`config.mk`:
```
export PLATFORM = sky130hd
export DESIGN_NAME = door_close_seq
export DESIGN_NICKNAME = d
export VERILOG_FILES = /design/src/rtl/door_seq_pkg.sv /design/src/rtl/dcs_selector.sv /design/src/rtl/dcs_warn_timer.sv /design/src/rtl/dcs_annunciator.sv /design/src/rtl/dcs_door_logic.sv /design/src/rtl/door_close_seq.sv
export SDC_FILE = /design/constraint.sdc
export NUM_CORES = 1
export LEC_CHECK = 0
export ABC_CLOCK_PERIOD_IN_PS = 3200
export BUFFER_PORTS_ARGS = -buffer_cell sky130_fd_sc_hd__buf_2
export CORE_MARGIN = 2
export CORE_UTILIZATION = 59
export CTS_CLUSTER_DIAMETER = 150
export DETAILED_ROUTE_END_ITERATION = 12
export GPL_ROUTABILITY_DRIVEN = 0
export GPL_TIMING_DRIVEN = 1
export HOLD_SLACK_MARGIN = 0.08
export PLACE_DENSITY = 0.79
export SYNTH_ARGS = -nofsm -noshare
export SYNTH_HDL_FRONTEND = slang
export SYNTH_HIERARCHICAL = 1
export SYNTH_SLANG_ARGS = --single-unit
export TNS_END_PERCENT = 100
```
`constraint.sdc`:
```
create_clock -name clk -period 3.2 [get_ports clk]
set_input_delay 0.16 -clock clk [delete_from_list [all_inputs] [get_ports clk]]
set_output_delay 0.16 -clock clk [all_outputs]
set_load 0.05 [all_outputs]
```
`src/rtl/door_seq_pkg.sv`:
```
package door_seq_pkg;

    typedef enum logic [1:0] {
        POS_OPEN   = 2'd0,
        POS_SIGNAL = 2'd1,
        POS_CLOSE  = 2'd2
    } pos_e;

    typedef enum logic [1:0] {
        DR_PERMIT  = 2'd0,
        DR_CLOSING = 2'd1,
        DR_SHUT    = 2'd2
    } door_e;

    typedef struct packed {
        logic ring;
        logic light;
    } annun_t;

    typedef struct packed {
        door_e state;
        logic  auth;
    } door_t;

endpackage

```
`src/rtl/dcs_selector.sv`:
```
module dcs_selector
    import door_seq_pkg::*;
(
    input  logic clk,
    input  logic rst_n,
    input  logic req_open,
    input  logic req_signal,
    input  logic req_close,
    output pos_e pos_q,
    output pos_e pos_d
);
    pos_e target;

    // Priority resolve, then keep a closing move from skipping the warning stop
    always_comb begin
        target = pos_q;
        if (req_close)
            target = POS_CLOSE;
        else if (req_signal)
            target = POS_SIGNAL;
        else if (req_open)
            target = POS_OPEN;

        pos_d = target;
        if (pos_q == POS_OPEN && target == POS_CLOSE)
            pos_d = POS_SIGNAL;
    end

    always_ff @(posedge clk or negedge rst_n) begin
        if (!rst_n)
            pos_q <= POS_OPEN;
        else
            pos_q <= pos_d;
    end
endmodule

```
`src/rtl/dcs_warn_timer.sv`:
```
module dcs_warn_timer #(
    parameter int TICKS = 375_000_000
) (
    input  logic clk,
    input  logic rst_n,
    input  logic start,
    output logic timeout,
    output logic done_q
);
    localparam int CW = (TICKS > 1) ? $clog2(TICKS) : 1;
    localparam logic [CW-1:0] LOAD = CW'(TICKS - 1);

    typedef struct packed {
        logic          run;
        logic          done;
        logic [CW-1:0] cnt;
    } tmr_t;

    tmr_t tmr_d, tmr_q;

    always_comb begin
        tmr_d = tmr_q;
        if (start) begin
            tmr_d.run  = 1'b1;
            tmr_d.done = 1'b0;
            tmr_d.cnt  = LOAD;
        end else if (tmr_q.run) begin
            if (tmr_q.cnt == '0) begin
                tmr_d.run  = 1'b0;
                tmr_d.done = 1'b1;
            end else begin
                tmr_d.cnt = tmr_q.cnt - 1'b1;
            end
        end
    end

    always_ff @(posedge clk or negedge rst_n) begin
        if (!rst_n)
            tmr_q <= '0;
        else
            tmr_q <= tmr_d;
    end

    assign timeout = tmr_q.run && (tmr_q.cnt == '0);
    assign done_q  = tmr_q.done;
endmodule

```
`src/rtl/dcs_annunciator.sv`:
```
module dcs_annunciator
    import door_seq_pkg::*;
(
    input  logic clk,
    input  logic rst_n,
    input  pos_e pos_d,
    input  logic timeout,
    input  logic done_q,
    input  logic group_sel,
    input  logic open_inhibit,
    output logic ring_q,
    output logic ring_d,
    output logic light_q
);
    annun_t an_d, an_q;
    logic   release_ok;

    always_comb begin
        release_ok  = (done_q | timeout) && (pos_d == POS_CLOSE);
        an_d.ring   = (pos_d == POS_SIGNAL) | (an_q.ring & ~release_ok);
        an_d.light  = (an_q.light | group_sel) & ~open_inhibit
                    & (pos_d == POS_OPEN) & ~an_d.ring;
    end

    always_ff @(posedge clk or negedge rst_n) begin
        if (!rst_n)
            an_q <= '0;
        else
            an_q <= an_d;
    end

    assign ring_q  = an_q.ring;
    assign ring_d  = an_d.ring;
    assign light_q = an_q.light;
endmodule

```
`src/rtl/dcs_door_logic.sv`:
```
module dcs_door_logic
    import door_seq_pkg::*;
(
    input  logic clk,
    input  logic rst_n,
    input  pos_e pos_q,
    input  pos_e pos_d,
    input  logic done_q,
    input  logic door_closed,
    input  logic open_grant,
    input  logic ring_d,
    output logic close_cmd,
    output logic open_auth
);
    door_t dr_d, dr_q;

    always_comb begin
        dr_d = dr_q;
        unique case (dr_q.state)
            DR_PERMIT:
                if (pos_q == POS_CLOSE && done_q)
                    dr_d.state = DR_CLOSING;
            DR_CLOSING:
                if (pos_q == POS_OPEN)
                    dr_d.state = DR_PERMIT;
                else if (door_closed)
                    dr_d.state = DR_SHUT;
            DR_SHUT:
                if (pos_q == POS_OPEN)
                    dr_d.state = DR_PERMIT;
            default:
                dr_d.state = DR_PERMIT;
        endcase
        dr_d.auth = (dr_d.state == DR_PERMIT) && (pos_d == POS_OPEN)
                  && open_grant && !ring_d;
    end

    always_ff @(posedge clk or negedge rst_n) begin
        if (!rst_n)
            dr_q <= '{state: DR_PERMIT, auth: 1'b0};
        else
            dr_q <= dr_d;
    end

    assign close_cmd = (dr_q.state == DR_CLOSING);
    assign open_auth = dr_q.auth;
endmodule

```
`src/rtl/door_close_seq.sv`:
```
module door_close_seq
    import door_seq_pkg::*;
#(
    parameter int TICKS = 375_000_000
) (
    input  logic       clk,
    input  logic       rst_n,
    input  logic       req_open,
    input  logic       req_signal,
    input  logic       req_close,
    input  logic       door_closed,
    input  logic       group_sel,
    input  logic       open_inhibit,
    input  logic       open_grant,
    output logic [1:0] sel_pos,
    output logic       warn_timeout,
    output logic       ringing,
    output logic       light_on,
    output logic       close_cmd,
    output logic       open_auth
);
    pos_e pos_q, pos_d;
    logic enter_signal;
    logic done_q;
    logic ring_d;

    dcs_selector u_sel (
        .clk       (clk),
        .rst_n     (rst_n),
        .req_open  (req_open),
        .req_signal(req_signal),
        .req_close (req_close),
        .pos_q     (pos_q),
        .pos_d     (pos_d)
    );

    assign enter_signal = (pos_d == POS_SIGNAL) && (pos_q != POS_SIGNAL);

    dcs_warn_timer #(.TICKS(TICKS)) u_tmr (
        .clk    (clk),
        .rst_n  (rst_n),
        .start  (enter_signal),
        .timeout(warn_timeout),
        .done_q (done_q)
    );

    dcs_annunciator u_ann (
        .clk         (clk),
        .rst_n       (rst_n),
        .pos_d       (pos_d),
        .timeout     (warn_timeout),
        .done_q      (done_q),
        .group_sel   (group_sel),
        .open_inhibit(open_inhibit),
        .ring_q      (ringing),
        .ring_d      (ring_d),
        .light_q     (light_on)
    );

    dcs_door_logic u_door (
        .clk        (clk),
        .rst_n      (rst_n),
        .pos_q      (pos_q),
        .pos_d      (pos_d),
        .done_q     (done_q),
        .door_closed(door_closed),
        .open_grant (open_grant),
        .ring_d     (ring_d),
        .close_cmd  (close_cmd),
        .open_auth  (open_auth)
    );

    assign sel_pos = pos_q;
endmodule

```
==> results of run 1 <==
-- flip-flops by register name, summed over array words and instances (netlist names) --
signal and flops:
u_tmr/tmr_q 30, u_door/dr_q 2, u_sel/pos_q 2, u_ann/light_q 1, u_ann/ring_q 1, u_door/open_auth 1, u_tmr/done_q 1
-- stage by stage --
stage	utilization	cell area, sq um
floorplan	-	2000
global placement	0.642	2110
detailed placement	0.642	2110
CTS	0.678	2230
global route	0.678	2230
finish	0.678	2230
-- power by group through the flow --
stage,Combinational [uW],Sequential (uW),Clock (uW)
after floorplan,94.2,559,0
after global placement,150,545,0
after detailed placement,157,547,0
after CTS,161,537,333
after global routing,179,544,355
final,160,539,322
-- worst paths after layout --
kind | start | to | cells after the start
max | u_tmr/tmr_q[0] | u_door/open_auth | 9
min | open_grant | u_door/open_auth | 3
max reg2reg | u_tmr/tmr_q[0] | u_door/open_auth | 9
min reg2reg | u_tmr/tmr_q[28] | u_tmr/tmr_q[28] | 1
max in group asynchronous | rst_n | u_tmr/tmr_q[16] | 2
min in group asynchronous | rst_n | u_sel/pos_q[0] | 2
-- critical path, cell delays in order, from the launching register on --
cell and delay (ns):
dfrtp_1 0.40, inv_1 0.12, ha_1 0.19, or4b_1 0.60
nor3_1 0.27, and2_1 0.21, nor2_1 0.06, o221a_2 0.25
or4b_1 0.49, a31oi_1 0.18
-- cell usage in the layout, fill, tap and decap left out, types with 5 or more instances in the layout --
cell type  netlist  final
nor2_1          13     13
nor4_1           7      7
inv_1            6      6
or4_1           12     12
nand3_1         15     15
clkbuf_4         0      5
nor3_1           5      5
dfrtp_1         38     38
buf_2            4     15
nand2_1          7      7
xnor2_1          5      5
o21ai_0         10     10
o31ai_1         10     10
a21oi_1          8      8
or3_1           13     13
-- kinds of logic (layout without fill, tap and decap cells) --
kind of cell,Yosys count,count (layout),synth area share
flops,38,38,0.476
buf+inv,16,36,0.0326
fa+ha+maj,1,1,0.00627
mux,1,1,0.00502
xor+xnor,6,6,0.0263
simple gates,97,97,0.295
compound gates,46,46,0.159
-- per-layer routing --
metal / routed length, um / vias to the layer above
met4: 76 / 0
li1: - / 816
met5: 0 / -
met1: 1930 / 854
met2: 2240 / 46
met3: 135 / 11
-- timing repair --
action,CTS,global route
hold buffers,4,0
hold endpoints to repair,40,0
buffers inserted,0,0
-- area by class of cell --
| class | instances | area (sq um) |
|---|---|---|
| inverters | 6 | 22.5 |
| flip-flops and latches | 38 | 951 |
| repair buffers | 22 | 138 |
| fillers | 260 | 1060 |
| clock buffers | 5 | 37.5 |
| clock inverters | 3 | 40.0 |
| well taps | 46 | 57.6 |
| multi-input cells | 151 | 980 |
==> results.json, run 1 <==
{
  "status": "complete, no violations",
  "synth_top_area_share": 0.476,
  "dr.pass1.iters": 4,
  "intPower_uw": 730,
  "max-vdd-ir-drop_v": 0.000360,
  "clock_power_share": 0.316,
  "cts-buffers-inserted": 5,
  "max_slew_margin": 0.427,
  "antenna_found_initial": 0,
  "final_antenna_net_count": 0,
  "r2r_slack_ns": 0.38,
  "total_power_uw": 1020,
  "hold_viol": 0,
  "via_count": 1727,
  "fmaxAchievable_mhz": 354,
  "route.detailed.drc": 0,
  "portBuffers": 15,
  "rows": 21,
  "viasPerCell": 6.37,
  "power_frac_seq": 0.528,
  "synth.net_count": 215,
  "tightest_slew_ns": 0.860,
  "setup_viol": 0,
  "grt_pass1_vias": 1680,
  "cp.required_ns": 3.47,
  "grt_util_met3": 0.0616,
  "cap_violations": 0,
  "fin_ws_ns": 0.379,
  "drtIter0Drc": 121,
  "fp.coreArea_sq_um": 3280,
  "start_util": 0.608,
  "fp.dieArea_sq_um": 3860,
  "synth.area.top_cells": "dfrtp_1, or4_1, or3_1",
  "cts.sinks": 38,
  "critical_path.max_fanout": 8,
  "setup.worst_path.end_class": "flip-flop",
  "synthArstFlopShare": 1.00,
  "cts_buffer_depth": 2,
  "chipHeight_um": 62.2,
  "grt_max_degree": 39,
  "start_kind": "flip-flop",
  "htree_num_levels": 2,
  "grt_pass1_wl_um": 7550,
  "dp.cells": 259,
  "p_comb_frac": 0.157,
  "synth_cells": 205,
  "drive_gt1_frac": 0.164,
  "synth_most_common_cell": "dfrtp_1",
  "grtUsageMet1": 0.298,
  "synth_area_sq_um": 2000,
  "skew_ns": 0.0161,
  "ios": 16,
  "wl_per_cell_um": 16.2,
  "tns_ns": 0,
  "p_per_area_nw_per_um2": 458,
  "ctsResizeCount": 0,
  "syn2layout_area_growth_pct": 11.5,
  "seq_area_frac_synth": 0.476,
  "synth_top_area_cell": "dfrtp_1",
  "drv_slew": 0,
  "grt_use_total": 0.246,
  "nets": 234,
  "place.detailed.hpwl_um": 2950,
  "post-place-ws_ns": 0.433,
  "synth_flop_cell": "dfrtp_1",
  "busiest_layer": "met2",
  "ys_ff_latch": 38,
  "synth_cell_types": 45,
  "finalNonFillerCells": 271,
  "grtUsageMet2": 0.421,
  "synth_common_cells": "dfrtp_1, nand3_1, nor2_1, or3_1, or4_1",
  "switchingPower_uw": 290,
  "rsz0062_at_grt": "false",
  "whs_ns": 0.156,
  "synth-edff-count": 0,
  "die_w_um": 62.2,
  "leakagePower_uw": 0.000827,
  "clk_latency_ns": 0.35,
  "worstHoldPathType": "input pin to flip-flop",
  "fin_crit_sh": 0.882,
  "avgSynthCellArea_sq_um": 9.73,
  "root_buffer": "clkbuf_4",
  "p_sw_frac": 0.284,
  "gr-total-overflow": 0,
  "synth_warnings": 6,
  "cp.arrival_ns": 3.09,
  "cts_tree": "built",
  "worstSetupPathType": "flip-flop to flip-flop",
  "layout_min_cycle_time_ns": 2.82,
  "drt_wl_total_um": 4380,
  "clk_pin_slew_ns": 0.12,
  "antenna_cells": 0
}
Power figures use the tool's default switching activity.
==> inputs of run 2 (changes only) <==
ABC_AREA = 1   (was not set)
BUFFER_PORTS_ARGS = not set   (was -buffer_cell sky130_fd_sc_hd__buf_2)
CORE_UTILIZATION = 60   (was 59)
DONT_BUFFER_PORTS = 1   (was not set)
PLACE_DENSITY = 0.76   (was 0.79)
==> results.json, run 2 <==
{
  "drv_slew": 0,
  "synth_area_sq_um": 2630,
  "fp.dieArea_sq_um": 4930,
  "cp.required_ns": 3.42,
  "root_buffer": "clkbuf_8",
  "hp-start": "req_close",
  "rsz0062_at_grt": "false",
  "syn2layout_area_growth_pct": 10.4,
  "hold_viol": 0,
  "synth_top_area_share": 0.361,
  "worstHoldPathType": "input pin to flip-flop",
  "chipHeight_um": 70.2,
  "dr.pass1.iters": 8,
  "setup_viol": 0,
  "drive_gt1_frac": 0.129,
  "r2r_slack_ns": 0.64,
  "max-vdd-ir-drop_v": 0.000274,
  "synth_warnings": 6,
  "slowest_delay_ns": 0.75,
  "synth_cells": 398,
  "final_antenna_net_count": 0,
  "grt_pass1_wl_um": 10700,
  "start_util": 0.613,
  "drt_wl_total_um": 6300,
  "clk_pin_slew_ns": 0.08,
  "dp.cells": 447,
  "viasPerCell": 5.45,
  "die_w_um": 70.2,
  "wl_per_cell_um": 13.6,
  "cts_buffer_depth": 2,
  "hold_depth": 2,
  "worstSetupPathType": "flip-flop to flip-flop",
  "cts.sinks": 38,
  "route.detailed.drc": 0,
  "fmaxAchievable_mhz": 390,
  "antenna_found_initial": 0,
  "reg2reg_depth": 11,
  "synth_common_cells": "nand2_1, nor2_1, inv_1",
  "cts-buffers-inserted": 5,
  "final_area_sq_um": 2910,
  "fp.coreArea_sq_um": 4290,
  "fin_crit_sh": 0.801,
  "cp.buffers_inverters": 2,
  "cap_violations": 0,
  "drtIter0Drc": 315,
  "status": "complete, no violations",
  "rr_endpoint": "u_tmr/tmr_q[0]",
  "holdPathEnd": "u_sel/pos_q[0]",
  "fin_ws_ns": 0.637,
  "ys_ff_latch": 38,
  "tightest_slew_ns": 0.623,
  "total_power_uw": 1230,
  "postCtsSetupBuffers": 0,
  "post-place-ws_ns": 0.655,
  "gr-total-overflow": 0,
  "synth.net_count": 408,
  "synth_cell_types": 27,
  "finalNonFillerCells": 462,
  "final_common_cell": "nand2_1",
  "tns_ns": 0,
  "setup.worst_path.end_class": "flip-flop",
  "ios": 16,
  "cpMaxStageDelayCell": "dfrtp_1",
  "grt_use_total": 0.272,
  "layout_min_cycle_time_ns": 2.56,
  "synth_most_common_cell": "nand2_1",
  "r2r-start": "u_sel/pos_q[0]",
  "max_slew_margin": 0.584,
  "largest_register_ffs": 30,
  "place.detailed.hpwl_um": 4380,
  "p_per_area_nw_per_um2": 425,
  "via_count": 2517,
  "cts_tree": "built",
  "seq_area_frac_synth": 0.361,
  "crit_path_frequent_cell": "nand2_1",
  "synth-edff-count": 0,
  "avgSynthCellArea_sq_um": 6.61,
  "cp_cell_sequence": "nand2_1 > nand2_1 > nand2_1 > nand2_1 > nand2_1 > nor2_1 > clkinv_1 > buf_4 > nand2_1 > nor2_1 > nor2_1",
  "synth_flop_cell": "dfrtp_1",
  "leakagePower_uw": 0.00145,
  "grt_max_degree": 39,
  "final_cell_mix": "nand2_1, nor2_1, inv_1",
  "regMostFlops": "u_tmr/tmr_q",
  "htree_num_levels": 2,
  "grt_pass1_vias": 2323,
  "synth.area.top_cells": "dfrtp_1, nand2_1, nor2_1",
  "reg_top3": "u_tmr/tmr_q x30, u_door/dr_q x2, u_sel/pos_q x2",
  "cp.arrival_ns": 2.78,
  "critPathTopFamily": "simple AND/OR/NAND/NOR gates",
  "synthArstFlopShare": 1.00,
  "critical_path.max_fanout": 21,
  "nets": 419,
  "antenna_cells": 0,
  "portBuffers": 0,
  "clk_latency_ns": 0.29,
  "start_kind": "flip-flop",
  "synth_top_area_cell": "dfrtp_1",
  "skew_ns": 0.00612,
  "rows": 24,
  "place_area_sq_um": 2680
}
[run 2: cell count changes in the layout (fill, tap and decap cells not counted), sizes merged, moves of 14 or more]
cell | previous run | this run
inv | 6 | 57
nand2 | 7 | 113
nand3 | 15 | 44
nor2 | 13 | 89
or4 | 14 | 0
[run 2: through the flow]
step / util / hold slack, ns
3_5_place_dp: 0.625 / -0.135
5_1_grt: 0.677 / 0.114
4_1_cts: 0.677 / 0.103
6_report: 0.677 / 0.114
3_3_place_gp: 0.625 / -0.135
2_1_floorplan: - / -0.136
[run 2: timing repair]
item | CTS | global route
gates resized for setup | 0 | 0
hold endpoints to repair | 42 | 0
hold buffers | 7 | 0
[run 2: per-layer routing]
metal	GRT usage	part of all wire	vias to the layer above
li1	-	-	1257
met5	0	0	-
met1	0.365	0.43	1151
met2	0.458	0.48	99
met3	0.0505	0.082	10
met4	0.0577	0.011	0
[run 2: report_power, final]
group	total, uW	leakage (uW)	switching, uW	internal [uW]
sequential	540	0.000436	33.1	507
combinational	190	0.000946	124	66.1
clock	504	0.0000714	171	333
[run 2: logic make-up after synthesis]
group / share of synthesized area
and+or+nand+nor: 0.458
buffers and inverters: 0.104
DFF: 0.361
AOI/OAI and AO/OA: 0.0618
xor gates and xnor gates: 0.00998
adders and majority gates: 0.00475
[run 2: worst max path at each step]
stage / from / slack [ns] / endpoint / depth (start not counted)
2_1_floorplan: u_tmr/tmr_q[0] / 0.89 / u_door/open_auth / 16
3_3_place_gp: u_sel/pos_q[0] / 0.72 / u_tmr/tmr_q[0] / 11
3_5_place_dp: u_sel/pos_q[0] / 0.65 / u_tmr/tmr_q[0] / 11
4_1_cts: u_sel/pos_q[0] / 0.63 / u_tmr/tmr_q[0] / 11
5_1_grt: u_sel/pos_q[0] / 0.41 / u_tmr/tmr_q[17] / 11
6_report: u_sel/pos_q[0] / 0.64 / u_tmr/tmr_q[0] / 11
[run 2: layout make-up]
cell class | instances | area [sq um]
repair buffers | 11 | 110
clock inverters | 2 | 60.1
flip-flops and latches | 38 | 951
inverters | 61 | 229
multi-input cells | 292 | 1410
clock buffers | 6 | 82.6
fillers | 369 | 1390
well taps | 52 | 65.1
==> inputs of run 3 (changes only) <==
ABC_AREA = 0   (was 1)
ABC_CLOCK_PERIOD_IN_PS = 2100   (was 3200)
CORE_UTILIZATION = 56   (was 60)
PLACE_DENSITY = 0.74   (was 0.76)
clock period = 2.1 ns   (was 3.2 ns; I/O delays follow)
==> results.json, run 3 (same netlist as run 1, synthesis figures left out) <==
{
  "max-vdd-ir-drop_v": 0.000615,
  "rows": 21,
  "cts.sinks": 38,
  "final_cell_mix": "buf_4, dfrtp_1, nor2_1",
  "worstHoldPathType": "input pin to flip-flop",
  "violations": "setup timing",
  "fmaxAchievable_mhz": 382,
  "leakagePower_uw": 0.00123,
  "root_buffer": "clkbuf_4",
  "cts_buffer_depth": 2,
  "route.detailed.drc": 0,
  "portBuffers": 0,
  "largest_register_ffs": 30,
  "ios": 16,
  "die_w_um": 63.7,
  "max_slew_margin": 0.565,
  "layout_min_cycle_time_ns": 2.62,
  "drt_wl_total_um": 7880,
  "finalNonFillerCells": 331,
  "reg_top3": "u_tmr/tmr_q x30, u_door/dr_q x2, u_sel/pos_q x2",
  "slowest_delay_ns": 0.60,
  "nets": 296,
  "dr.pass1.iters": 7,
  "clk_pin_slew_ns": 0.12,
  "status": "finished, violations left",
  "cap_violations": 0,
  "antenna_cells": 0,
  "place_area_sq_um": 2410,
  "register_area_sq_um": 951,
  "grt_pass1_vias": 2101,
  "final_common_cell": "buf_4",
  "setup_viol": 29,
  "cp_cell_sequence": "nor4_1 > and3_1 > and2_4 > nor2_1 > o221a_2 > or4b_4 > a31oi_1",
  "drtIter0Drc": 398,
  "rsz0062_at_grt": "true",
  "syn2layout_area_growth_pct": 52.7,
  "whs_ns": 0.161,
  "cts-buffers-inserted": 5,
  "fp.coreArea_sq_um": 3390,
  "place.detailed.hpwl_um": 3340,
  "start_kind": "flip-flop",
  "hold_viol": 0,
  "grt_pass1_wl_um": 10000,
  "cts_tree": "built",
  "total_power_uw": 1710,
  "dp.cells": 293,
  "regMostFlops": "u_tmr/tmr_q",
  "gr-total-overflow": 0,
  "antenna_found_initial": 0,
  "chipHeight_um": 63.7,
  "htree_num_levels": 2,
  "drive_gt1_frac": 0.460,
  "skew_ns": 0.0132,
  "final_area_sq_um": 3050,
  "fp.dieArea_sq_um": 4060,
  "worstSetupPathType": "flip-flop to flip-flop",
  "multi_input_area_sq_um": 1230,
  "cpMaxStageDelayCell": "nor4_1",
  "drv_slew": 0,
  "tightest_slew_ns": 0.647,
  "setup.worst_path.end_class": "flip-flop",
  "cp.arrival_ns": 2.92,
  "wl_per_cell_um": 23.8,
  "tns_ns": -8.35,
  "fin_ws_ns": -0.519,
  "via_count": 2280,
  "viasPerCell": 6.89,
  "critical_path.max_fanout": 2,
  "p_per_area_nw_per_um2": 559,
  "start_util": 0.589,
  "fin_crit_sh": 1.25,
  "fillers": 140,
  "final_antenna_net_count": 0,
  "cp.required_ns": 2.40,
  "clk_latency_ns": 0.36,
  "grt_max_degree": 39,
  "grt_use_total": 0.323
}
[run 3: cell count changes in the layout (fill, tap and decap cells not counted), sizes merged, moves of 7 or more]
| cell | change |
|---|---|
| nand2 | -106 |
| nor2 | -76 |
| buf | +70 |
| inv | -52 |
| nand3 | -29 |
| or4 | +14 |
| or3 | +13 |
| o21ai | -10 |
| o31ai | +10 |
| nand4 | -9 |
| nor4 | +7 |
[run 3: stage by stage]
step	worst slack, ns	util
final	-0.519	0.899
after detailed placement	-0.424	0.712
after floorplan	-0.482	-
after global routing	-0.493	0.899
after global placement	-0.369	0.712
after CTS	-0.333	0.840
[run 3: worst paths after layout]
| kind | startpoint | endpoint | slack, ns | cells past startpoint |
|---|---|---|---|---|
| max in group asynchronous | rst_n | u_tmr/tmr_q[5] | 1.69 | 2 |
| min in group asynchronous | rst_n | u_tmr/done_q | 0.21 | 2 |
| setup / recovery | u_tmr/tmr_q[22] | u_door/open_auth | -0.52 | 7 |
| setup reg to reg | u_tmr/tmr_q[22] | u_door/open_auth | -0.52 | 7 |
| hold / removal | req_open | u_sel/pos_q[1] | 0.16 | 3 |
| hold reg to reg | u_door/dr_q[2] | u_door/dr_q[1] | 0.54 | 1 |
[run 3: what timing repair did]
item / in CTS / in global routing
hold buffers: 8 / 1
setup buffers: 14 / 7
endpoints found under the hold margin: 43 / 1
endpoints found under the setup margin: 30 / 33
resized for setup: 31 / 36
gates cloned: 4 / 0
pin swaps: 17 / 13
[run 3: worst max-delay path, delay by kind of cell, from the launching register on]
| family | cells | cell delay, ns |
|---|---|---|
| flip-flops | 1 | 0.41 |
| AND/OR/NAND/NOR | 5 | 1.72 |
| AO/OA/AOI/OAI | 2 | 0.41 |
[run 3: cell type report]
class / count / area share
flip-flops and latches: 38 / 0.312
well taps: 46 / 0.0189
repair buffers: 83 / 0.239
clock buffers: 6 / 0.0168
inverters: 6 / 0.00862
multi-input cells: 152 / 0.405
[run 3: power by group]
part           internal (uW)  total [uW]  switching [uW]
clock network            151         400             249
registers                773         814            40.9
logic                    239         491             251
total                   1160        1710             541
[run 3: metal layers]
metal	wire length, um	track usage
met5	0	0
met4	615	0.193
met3	692	0.0661
met2	3760	0.534
met1	2810	0.387
